File: src/rtl/cs_pkg.sv
package cs_pkg;
  // Policy select encoding driven to each core
  typedef enum logic {
    POL_BYPASS = 1'b0,
    POL_MRU    = 1'b1
  } cs_pol_e;
endpackage

File: src/rtl/cs_window_timer.sv
module cs_window_timer #(
  parameter int PERIOD_W = 16
) (
  input  logic                clk,
  input  logic                rst_n,
  input  logic [PERIOD_W-1:0] period_i,
  output logic                tick_o
);
  localparam int EXT_W = PERIOD_W + 1;

  logic [PERIOD_W-1:0] cyc_q, cyc_d;
  logic [EXT_W-1:0]    cyc_inc;

  always_comb begin
    cyc_inc = {1'b0, cyc_q} + EXT_W'(1);
    tick_o  = (cyc_inc >= {1'b0, period_i});
    cyc_d   = tick_o ? '0 : cyc_inc[PERIOD_W-1:0];
  end

  always_ff @(posedge clk or negedge rst_n) begin
    if (!rst_n) cyc_q <= '0;
    else        cyc_q <= cyc_d;
  end

  AST_WINDOW_RESTART: assert property (@(posedge clk) disable iff (!rst_n)
    tick_o |=> (cyc_q == '0));
endmodule

File: src/rtl/cs_retire_counter.sv
module cs_retire_counter #(
  parameter int CNT_W = 16
) (
  input  logic             clk,
  input  logic             rst_n,
  input  logic             pulse_i,
  input  logic             clr_i,
  output logic [CNT_W-1:0] total_o
);
  logic [CNT_W-1:0] cnt_q, cnt_d;
  logic             cnt_en;

  always_comb begin
    total_o = cnt_q + CNT_W'(pulse_i);
    cnt_en  = pulse_i | clr_i;
    cnt_d   = clr_i ? '0 : total_o;
  end

  always_ff @(posedge clk or negedge rst_n) begin
    if (!rst_n)      cnt_q <= '0;
    else if (cnt_en) cnt_q <= cnt_d;
  end

  AST_COUNT_CLEARED: assert property (@(posedge clk) disable iff (!rst_n)
    clr_i |=> (cnt_q == '0));
endmodule

File: src/rtl/cs_decide.sv
module cs_decide #(
  parameter int CNT_W = 16
) (
  input  logic             clk,
  input  logic             rst_n,
  input  logic             tick_i,
  input  logic [CNT_W-1:0] mru_total_i,
  input  logic [CNT_W-1:0] byp_total_i,
  input  logic [CNT_W-1:0] thresh_i,
  output logic             friendly_o
);
  logic [CNT_W-1:0] gain;
  logic             verdict;
  logic             friendly_q;

  always_comb begin
    gain    = (mru_total_i > byp_total_i) ? (mru_total_i - byp_total_i) : '0;
    verdict = (gain > thresh_i);
  end

  // Reset value favours caching until the first window closes
  always_ff @(posedge clk or negedge rst_n) begin
    if (!rst_n)      friendly_q <= 1'b1;
    else if (tick_i) friendly_q <= verdict;
  end

  assign friendly_o = friendly_q;

  AST_HOLD_MID_WINDOW: assert property (@(posedge clk) disable iff (!rst_n)
    !tick_i |=> $stable(friendly_q));
  AST_GAIN_RULE: assert property (@(posedge clk) disable iff (!rst_n)
    tick_i |=> (friendly_q == ($past(mru_total_i) > $past(byp_total_i) + $past(thresh_i))));
endmodule

File: src/rtl/cs_policy_ctrl.sv
module cs_policy_ctrl
  import cs_pkg::*;
#(
  parameter int NUM_CORES = 6,
  parameter int PERIOD_W  = 16,
  parameter int BYP_CORE  = 0,
  parameter int MRU_CORE  = 1
) (
  input  logic                 clk,
  input  logic                 rst_n,
  input  logic [NUM_CORES-1:0] retire_i,
  input  logic [PERIOD_W-1:0]  thresh_i,
  input  logic [PERIOD_W-1:0]  period_i,
  output logic [NUM_CORES-1:0] pol_sel_o,
  output logic                 cache_friendly_o,
  output logic                 part_mask_o
);
  // A window never exceeds 2^PERIOD_W-1 cycles, so counts fit this width
  localparam int CNT_W = PERIOD_W;

  logic             tick;
  logic [CNT_W-1:0] mru_total, byp_total;
  logic             friendly;
  logic             unused_follower_pulses;

  assign unused_follower_pulses = ^retire_i;

  cs_window_timer #(.PERIOD_W(PERIOD_W)) u_timer (
    .clk(clk), .rst_n(rst_n), .period_i(period_i), .tick_o(tick)
  );

  cs_retire_counter #(.CNT_W(CNT_W)) u_cnt_mru (
    .clk(clk), .rst_n(rst_n), .pulse_i(retire_i[MRU_CORE]),
    .clr_i(tick), .total_o(mru_total)
  );

  cs_retire_counter #(.CNT_W(CNT_W)) u_cnt_byp (
    .clk(clk), .rst_n(rst_n), .pulse_i(retire_i[BYP_CORE]),
    .clr_i(tick), .total_o(byp_total)
  );

  cs_decide #(.CNT_W(CNT_W)) u_decide (
    .clk(clk), .rst_n(rst_n), .tick_i(tick),
    .mru_total_i(mru_total), .byp_total_i(byp_total),
    .thresh_i(thresh_i), .friendly_o(friendly)
  );

  for (genvar c = 0; c < NUM_CORES; c++) begin : g_pol
    if (c == BYP_CORE) begin : g_byp
      assign pol_sel_o[c] = POL_BYPASS;
    end else if (c == MRU_CORE) begin : g_mru
      assign pol_sel_o[c] = POL_MRU;
    end else begin : g_fol
      assign pol_sel_o[c] = friendly ? POL_MRU : POL_BYPASS;
    end
  end

  assign cache_friendly_o = friendly;
  assign part_mask_o      = ~friendly;

  AST_BYPASS_SAMPLE: assert property (@(posedge clk) disable iff (!rst_n)
    pol_sel_o[BYP_CORE] == POL_BYPASS);
  AST_MRU_SAMPLE: assert property (@(posedge clk) disable iff (!rst_n)
    pol_sel_o[MRU_CORE] == POL_MRU);
  AST_MASK_OPPOSES: assert property (@(posedge clk) disable iff (!rst_n)
    part_mask_o != cache_friendly_o);
  AST_MASK_AT_BOUNDARY: assert property (@(posedge clk) disable iff (!rst_n)
    !tick |=> $stable(part_mask_o));

  for (genvar f = 0; f < NUM_CORES; f++) begin : g_fol_chk
    if (f != BYP_CORE && f != MRU_CORE) begin : g_on
      AST_FOLLOWER_TRACKS: assert property (@(posedge clk) disable iff (!rst_n)
        pol_sel_o[f] == cache_friendly_o);
    end
  end
endmodule

File: config.mk
export PLATFORM = sky130hd
export DESIGN_NAME = cs_policy_ctrl
export DESIGN_NICKNAME = d
export VERILOG_FILES = /design/src/rtl/cs_pkg.sv /design/src/rtl/cs_window_timer.sv /design/src/rtl/cs_retire_counter.sv /design/src/rtl/cs_decide.sv /design/src/rtl/cs_policy_ctrl.sv
export SDC_FILE = /design/constraint.sdc
export NUM_CORES = 1
export LEC_CHECK = 0
export BUFFER_PORTS_ARGS = -buffer_cell sky130_fd_sc_hd__buf_4
export CORE_ASPECT_RATIO = 1.2
export CORE_MARGIN = 10
export CORE_UTILIZATION = 60
export DETAILED_ROUTE_END_ITERATION = 8
export PLACE_DENSITY = 0.88
export SYNTH_ARGS = -nofsm -noshare
export SYNTH_HDL_FRONTEND = slang
export SYNTH_SLANG_ARGS = --single-unit
File: constraint.sdc
create_clock -name clk -period 5.3 [get_ports clk]
set_input_delay 1.06 -clock clk [delete_from_list [all_inputs] [get_ports clk]]
set_output_delay 1.06 -clock clk [all_outputs]
set_load 0.03 [all_outputs]
-- Word level (Yosys, flattened, before mapping)
Cells that the tools add are included.
- multipliers: 0
- divide/modulo/power cells: 0
- muxes and demuxes: 5
- shifts and indexed selects: 0
- equal/unequal tests: 0
- bitwise gates (word level): 3
- reduce and logical (&&, ||, !) cells: 0
- $lt $le $gt $ge: 3
- add/subtract/negate cells: 4
- operator list (operator ; count):
    $mux W16 ; 4
    $add A16 B1 Y16 ; 2
    $gt A16 B16 Y1 ; 2
    $add A16 B1 Y17 const B ; 1
    $ge A17 B16 Y1 ; 1
    $sub A16 B16 Y16 ; 1
    $or A1 B1 Y1 ; 2
    $mux W1 ; 1
    $not A1 Y1 ; 1
- input port bits: 40
- register bits: 49
- memories kept: 0
- ROM bits: 0
- bits in writable memories: 0
- bits in latches: 0

-- Depth between registers and ports, before layout
Gate-level depths: netlist (run 1).
- depth in word-level cells: 4
- depth in mapped cells: 24
- mapped depth without buffers: 22

-- Modules after synthesis
From an unflattened synthesis (run 1), not the netlist that was laid out.
- cell total of the unflattened synthesis: 588
- area total of the unflattened synthesis: 5127.4 µm²
- by module, submodules not included (module ; area an instance (µm²) ; sequential area each (µm²) ; cells an instance ; times used):
    cs_retire_counter ; 1178.6 ; 400.4 ; 128 ; 2
    cs_decide ; 1405.1 ; 26.3 ; 194 ; 1
    cs_window_timer ; 1308.8 ; 400.4 ; 129 ; 1
    cs_policy_ctrl ; 56.3 ; 0.0 ; 9 ; 1

-- Worst setup path after synthesis (run 1)
Ideal clock, no wire load.
- path type: input-to-reg
- from: input retire_i[1]
- to: register u_decide.friendly_q (netlist: u_decide.friendly_o)
- path slack: -13 ps
- required time: 5218 ps
- stages: 24
- arrival: 5231 ps
- cells stage by stage: ha_1 -> nand3_1 -> nor3_1 -> nand2_1 -> nor2_1 -> xor2_1 -> ha_1 -> clkbuf_1 -> a21o_1 -> a21o_1 -> a21oi_1 -> and2_1 -> a31o_1 -> a31o_4 -> buf_6 -> nor2_1 -> ha_1 -> nor2b_1 -> nor3_1 -> o211ai_1 -> a311oi_1 -> o22a_1 -> a21oi_1 -> mux2_2
- word-level cells in the longest chain between the ends: 4
- ends and longest elaborated chain (element ; RTL line ; RTL):
    start, declared ; cs_policy_ctrl.sv:11 ; input logic [NUM_CORES-1:0] retire_i,
    $add A16 B1 Y16 * ; cs_retire_counter.sv:14 ; total_o = cnt_q + CNT_W'(pulse_i);
    $sub A16 B16 Y16 / $gt A16 B16 Y1 (equally long branches) ; cs_decide.sv:17 ; gain = (mru_total_i > byp_total_i) ? (mru_total_i - byp_total_i) : '0;
    $mux W16 * ; cs_decide.sv:17 ;
    $gt A16 B16 Y1 * ; cs_decide.sv:18 ; verdict = (gain > thresh_i);
    end signal, assigned ; cs_decide.sv:24 ; else if (tick_i) friendly_q <= verdict;
    end, declared ; cs_decide.sv:14 ; logic friendly_q;
Every way passes the cells marked *; elsewhere a longest branch is shown, timed or not.
A chain may end at the register's enable or synchronous reset.

-- Worst setup path in the final report (run 1)
Same ends and word-level chain as after synthesis.

==> flow_metrics.env, run 1 <==
export IMPL_cp_data_required_time_ns=5.55
export IMPL_ys_warn_count=0
export IMPL_dr_first_iter_drc_count=165
export IMPL_ctsHoldBuffers=0
export IMPL_finalSetupTns_ns=0
export IMPL_drive_above_1_share=0.199
export IMPL_placementRows=34
export IMPL_fin_area_mm2=0.00537
export IMPL_yosysTopAreaCell="dfrtp_1"
export IMPL_clockBufferDepth=2
export IMPL_synth_most_common_cell="nor2_1"
export IMPL_cp_arrival_ns=5.32
export IMPL_reg2reg_slack_ns=0.71
export IMPL_synth_edf_count=0
export IMPL_area_growth_pct=18.1
export IMPL_crit_path_end_kind="register"
export IMPL_wl_mm=10.4
export IMPL_worstMarginPinSlew_ns=0.763
export IMPL_async_reset_ff_frac=1.00
export IMPL_start_util=0.621
export IMPL_grt_overflow_total=0
export IMPL_netlist_instances=541
export IMPL_synth_seq_cells=49
export IMPL_io_pins=48
export IMPL_hp_start="u_cnt_mru.cnt_q[0]$_DFFE_PN0P_"
export IMPL_whs_ns=0.536
export IMPL_antenna_found_initial=0
export IMPL_grt_pass1_vias=4214
export IMPL_synthFlopType="dfrtp_1"
export IMPL_powerDensity_mw_per_mm2=466
export IMPL_fin_crit_sh=0.957
export IMPL_hold_viol_final=0
export IMPL_port_buffers=41
export IMPL_clkSinkCount=49
export IMPL_critPathMaxFanout=7
export IMPL_core_area_mm2=0.00732
export IMPL_nFillCells=520
export IMPL_yosys_top_cells_area="dfrtp_1, ha_1, xor2_1, xnor2_1, nor2_1"
export IMPL_ant_nets=0
export IMPL_wl_per_cell_um=14.7
export IMPL_synth_cell_types=61
export IMPL_grt_max_degree=50
export IMPL_hold_path_depth=2
export IMPL_layout_nets=711
export IMPL_maxCapViolCount=0
export IMPL_placed_area_mm2=0.00522
export IMPL_worstRegToRegCells=22
export IMPL_post_route_drc_count=0
export IMPL_yosysSeqAreaShare=0.270
export IMPL_met1Wirelength_mm=4.13
export IMPL_gp_congestion=0.849
export IMPL_fin_worst_skew_ns=0.00920
export IMPL_critPathLaunchType="input pin"
export IMPL_status="finished, final reports clean"
export IMPL_slew_violations=0
export IMPL_gr_usage_all_layers=0.185
export IMPL_final_util=0.734
export IMPL_slew_headroom=0.491
export IMPL_antenna_cells=0
export IMPL_via_per_inst=5.63
export IMPL_fp_dieArea_mm2=0.0115
export IMPL_met2_length_mm=5.62
export IMPL_worstSetupPathType="input pin to register"
export IMPL_clk_pin_slew_ns=0.09
export IMPL_hpwl_mm=8.52
export IMPL_cts_tree="built"
export IMPL_regToRegStartpoint="u_cnt_byp.cnt_q[0]$_DFFE_PN0P_"
export IMPL_setup_violations=0
export IMPL_ys_top_cells_by_count="nor2_1, ha_1, dfrtp_1, xor2_1, nand2_1"
export IMPL_yosysTopAreaCellShare=0.264
export IMPL_die_y_um=115
export IMPL_cts_root_buf="clkbuf_8"
export IMPL_clk_latency_ns=0.31
export IMPL_highest_layer="met4"
export IMPL_vdd_drop_max_mv=0.521
export IMPL_fin_crit_ns=5.07
export IMPL_syn_area_mm2=0.00454
export IMPL_numCtsBuffers=5
export IMPL_wl_met3_um=332
export IMPL_min_to="u_cnt_mru.cnt_q[0]$_DFFE_PN0P_"
export IMPL_syn_num_nets=634
export IMPL_die_x_um=99.4
export IMPL_grt_pass1_wl_mm=18.1
export IMPL_synth_avg_cell_area_um2=8.40
export IMPL_h_tree_depth=2
export IMPL_first_pass_iters=4
export IMPL_reg2reg_to="u_decide.friendly_o$_DFFE_PN1N_"
export IMPL_hold_path_class="register to register"
export IMPL_dr_total_vias=3991
export IMPL_fmax_mhz=197
export IMPL_p_leak_uw=0.00281
power breakdown:
part / leakage [µW] / switching, µW / total (µW) / internal [µW]
combinational: 0.00213 / 883 / 1770 / 884
sequential: 0.000646 / 81.0 / 519 / 438
clock: 0.0000395 / 121 / 215 / 94.0
total: 0.00281 / 1080 / 2500 / 1420
cell type report:
type	instances	area, µm²	share of cell area
Sequential cell	49	1230	0.229
Clock buffer	8	80.1	0.0149
Multi-Input combinational cell	427	3090	0.576
Timing Repair Buffer	93	698	0.130
Inverter	42	158	0.0294
Tap cell	90	113	0.0210
what timing repair did:
item | CTS | global route
resized for setup | 0 | 10
endpoints found under the setup margin | 0 | 1
setup buffers | 0 | 2
sequential cells by signal, indices dropped and copies added, names as in the netlist:
name	count
u_decide.friendly_o	1
u_cnt_byp.cnt_q	16
u_timer.cyc_q	16
u_cnt_mru.cnt_q	16
worst max-delay path, stage by stage:
cell,delay [ns]
buf_4,0.09
ha_1,0.19
nand3_1,0.14
nor3_2,0.28
nand2_1,0.14
nor2_2,0.15
buf_4,0.13
nand3_1,0.08
xnor2_1,0.15
ha_1,0.31
buf_4,0.13
a21oi_1,0.09
and2_1,0.17
a31o_1,0.20
a31o_4,0.24
buf_4,0.17
nor4b_4,0.27
ha_1,0.28
a21o_1,0.20
a21o_1,0.18
a21oi_1,0.14
o22a_1,0.19
a21oi_2,0.07
mux2_2,0.27
cell usage in the layout, fill, tap and decap left out, drive strengths merged, types with 2 or more instances in the layout:
cell type / Yosys / routed
a21o: 7 / 7
clkbuf: 11 / 8
nand2b: 6 / 6
a31o: 2 / 2
a211oi: 3 / 3
inv: 42 / 42
o22a: 2 / 2
conb: 2 / 2
nor2: 62 / 62
and3: 11 / 11
dfrtp: 48 / 48
o31a: 5 / 5
o21ai: 16 / 16
nor3: 11 / 11
a21boi: 3 / 3
o211a: 2 / 2
a31oi: 2 / 2
a221oi: 2 / 2
ha: 52 / 52
mux2i: 6 / 6
nand4: 19 / 19
xnor2: 28 / 28
a21oi: 21 / 21
o211ai: 3 / 3
and2: 3 / 3
and2b: 2 / 2
nor4: 5 / 5
and4: 5 / 5
buf: 12 / 93
nand2: 45 / 45
nand3: 23 / 23
xor2: 47 / 47
nor2b: 17 / 17
or2: 2 / 2
per-stage QoR:
stage               setup WS (ns)  std cells  power [µW]
floorplan                   0.112        541        1670
global placement          -0.0234        699        2100
detailed placement         -0.140        699        2220
CTS                         0.173        707        2440
global route              -0.0362        709        2740
finish                      0.226        709        2500
logic make-up (layout without fill, tap and decap cells):
kind of cell / Yosys count / count (layout) / synth area share
AND/OR/NAND/NOR: 214 / 214 / 0.240
adder cells (fa/ha/maj): 53 / 53 / 0.148
XOR/XNOR: 75 / 75 / 0.146
flip-flops: 49 / 49 / 0.270
other: 2 / 2 / 0.00165
multiplexers: 7 / 7 / 0.0157
buffers and inverters: 65 / 143 / 0.0622
AO/OA/AOI/OAI: 76 / 76 / 0.116
worst max path at each step:
stage	end	depth (start not counted)	startpoint
6_report	u_decide.friendly_o$_DFFE_PN1N_	24	retire_i[1]
5_1_grt	u_decide.friendly_o$_DFFE_PN1N_	24	retire_i[1]
4_1_cts	u_decide.friendly_o$_DFFE_PN1N_	22	retire_i[1]
3_5_place_dp	u_decide.friendly_o$_DFFE_PN1N_	22	retire_i[1]
3_3_place_gp	u_decide.friendly_o$_DFFE_PN1N_	22	retire_i[1]
2_1_floorplan	u_decide.friendly_o$_DFFE_PN1N_	24	retire_i[1]
per-layer routing:
layer  GRT usage  vias to the layer above
li1            -                     1996
met1       0.195                     1896
met2       0.355                       76
met3      0.0234                       23
met4      0.0833                        0
met5           0                        -
No activity file was read; power rests on OpenSTA's default activity.
==> run 2, diff against run 1 <==
- SKIP_LAST_GASP: default -> 1
- clock period: 5.3 -> 4.8 ns (I/O delays scaled with it)
==> run 2 against run 1 <==
  * The run now ends with negative setup slack left
  * Largest cell class unchanged
  * Power rose by 30%
  * Register-to-register slack worse by 0.56 ns
  * Critical path depth did not move
  * Critical endpoint unchanged
==> flow_metrics.env, run 2 (synthesized netlist as in run 1, its figures left out) <==
export IMPL_status="finished, violations left"
export IMPL_violations="negative setup slack"
export IMPL_ant_nets=0
export IMPL_gr_usage_all_layers=0.219
export IMPL_fin_worst_skew_ns=0.0172
export IMPL_via_per_inst=6.00
export IMPL_nFillCells=411
export IMPL_die_y_um=115
export IMPL_top_regs="u_cnt_byp.cnt_q: 16 flops, u_cnt_mru.cnt_q: 16 flops, u_timer.cyc_q: 16 flops"
export IMPL_fmax_mhz=204
export IMPL_slew_headroom=0.392
export IMPL_io_pins=48
export IMPL_antenna_found_initial=0
export IMPL_antenna_cells=0
export IMPL_cp_startpoint="retire_i[1]"
export IMPL_grt_pass1_vias=4711
export IMPL_fin_ws_ns=-0.102
export IMPL_wl_mm=14.0
export IMPL_cp_data_required_time_ns=5.05
export IMPL_crit_slowest_cell="xnor2_1"
export IMPL_crit_path_end_kind="register"
export IMPL_hp_start="u_timer.cyc_q[0]$_DFF_PN0_"
export IMPL_clk_latency_ns=0.31
export IMPL_first_pass_iters=6
export IMPL_gp_congestion=0.851
export IMPL_placementRows=34
export IMPL_highest_layer="met4"
export IMPL_clockBufferDepth=2
export IMPL_layout_nets=752
export IMPL_h_tree_depth=2
export IMPL_layout_commonest_cell="buf_4"
export IMPL_grt_overflow_total=0
export IMPL_setup_violations=1
export IMPL_core_area_mm2=0.00732
export IMPL_vdd_drop_max_mv=0.814
export IMPL_port_buffers=41
export IMPL_fin_crit_sh=1.02
export IMPL_critPathLaunchType="input pin"
export IMPL_layout_common_cells="buf_4, nor2_1, dfrtp_1, ha_1, xor2_1"
export IMPL_slew_violations=0
export IMPL_regToRegStartpoint="u_cnt_mru.cnt_q[3]$_DFFE_PN0P_"
export IMPL_hold_viol_final=0
export IMPL_dr_first_iter_drc_count=344
export IMPL_worstMarginPinSlew_ns=0.913
export IMPL_dr_total_vias=4494
export IMPL_met2_length_mm=7.44
export IMPL_multi_input_area_mm2=0.00335
export IMPL_totalPowerFinal_uw=3250
export IMPL_finalSetupTns_ns=-0.102
export IMPL_post_route_drc_count=0
export IMPL_ff_latch_area_mm2=0.00123
export IMPL_numCtsBuffers=5
export IMPL_cp_cell_sequence="buf_6 > ha_4 > buf_6 > nand3_4 > nor3_4 > buf_6 > nand3_2 > xnor2_1 > ha_1 > buf_4 > buf_4 > a21oi_2 > buf_4 > nand3_1 > o22a_1 > a221oi_2 > nor2_1 > ha_1 > nand4_1 > nor2_1 > o21ai_0 > o22a_1 > a21oi_2 > mux2_4"
export IMPL_maxCapViolCount=0
export IMPL_critPathMaxFanout=5
export IMPL_start_util=0.621
export IMPL_worstSetupPathType="input pin to register"
export IMPL_hpwl_mm=8.65
export IMPL_cts_tree="built"
export IMPL_cts_root_buf="clkbuf_8"
export IMPL_drive_above_1_share=0.303
export IMPL_wl_met3_um=708
export IMPL_area_growth_pct=31.7
export IMPL_fp_dieArea_mm2=0.0115
export IMPL_met1Wirelength_mm=5.13
export IMPL_clkSinkCount=49
export IMPL_powerDensity_mw_per_mm2=543
export IMPL_max_stage_delay_ns=0.34
export IMPL_cp_arrival_ns=5.15
export IMPL_fin_crit_ns=4.90
export IMPL_wl_per_cell_um=18.7
export IMPL_p_leak_uw=0.00305
export IMPL_rsz0062_at_grt="yes"
export IMPL_grt_pass1_wl_mm=21.2
export IMPL_die_x_um=99.4
export IMPL_clk_pin_slew_ns=0.09
export IMPL_hold_path_class="register to register"
export IMPL_grt_max_degree=50
==> run 2: cell count changes in the layout (fill, tap and decap cells not counted), sizes merged <==
cell | previous run | this run
buf | 93 | 134
clkbuf | 8 | 7
==> run 2: worst paths after layout <==
check | endpoint | slack, ns | cells past startpoint
max | u_decide.friendly_o$_DFFE_PN1N_ | -0.10 | 24
min | u_timer.cyc_q[0]$_DFF_PN0_ | 0.57 | 1
max reg2reg | u_decide.friendly_o$_DFFE_PN1N_ | 0.15 | 21
min reg2reg | u_timer.cyc_q[0]$_DFF_PN0_ | 0.57 | 1
max in group asynchronous | u_timer.cyc_q[4]$_DFF_PN0_ | 3.70 | 1
min in group asynchronous | u_cnt_byp.cnt_q[0]$_DFFE_PN0P_ | 0.65 | 1
==> run 2: cell type report <==
type,instances,share of cell area
well taps,90,0.0188
inverters,42,0.0263
clock buffers,7,0.0144
repair buffers,134,0.175
flip-flops and latches,49,0.205
multi-input cells,427,0.560
==> run 2: metrics by stage <==
step | setup slack [ns] | hold slack (ns) | cells | util | cell area [µm²]
3_5_place_dp | -0.462 | 0.524 | 726 | 0.746 | 5460
6_report | -0.102 | 0.571 | 749 | 0.818 | 5990
3_3_place_gp | -0.354 | 0.507 | 726 | 0.746 | 5460
5_1_grt | -0.241 | 0.602 | 749 | 0.818 | 5990
2_1_floorplan | 0.00562 | 0.490 | 541 | - | 4590
4_1_cts | 0.00359 | 0.576 | 741 | 0.786 | 5750
==> run 2: repair_timing <==
action                     4_1_cts  5_1_grt
gates cloned                     0        0
hold endpoints to repair         0        0
setup buffers                    8        9
setup endpoints to repair        1        1
gates resized for setup         31       31
hold buffers                     0        0
pin swaps                       21       28
==> run 2: metal layers <==
layer,GRT usage,vias up
li1,-,2078
met1,0.217,2122
met2,0.425,221
met3,0.0282,73
met4,0.123,0
met5,0,-
==> run 2: power by group <==
part	internal, µW	switching, µW	total, µW
registers	484	122	606
logic	1230	1160	2390
clock network	115	138	253
total	1830	1420	3250
==> run 2: critical path: cells and delay by family <==
kind	cells	cell delay, ns
buffers and inverters	6	0.77
AOI/OAI and AO/OA	6	1.17
muxes	1	0.17
adders and majority gates	3	0.76
and+or+nand+nor	7	0.98
xor gates and xnor gates	1	0.34
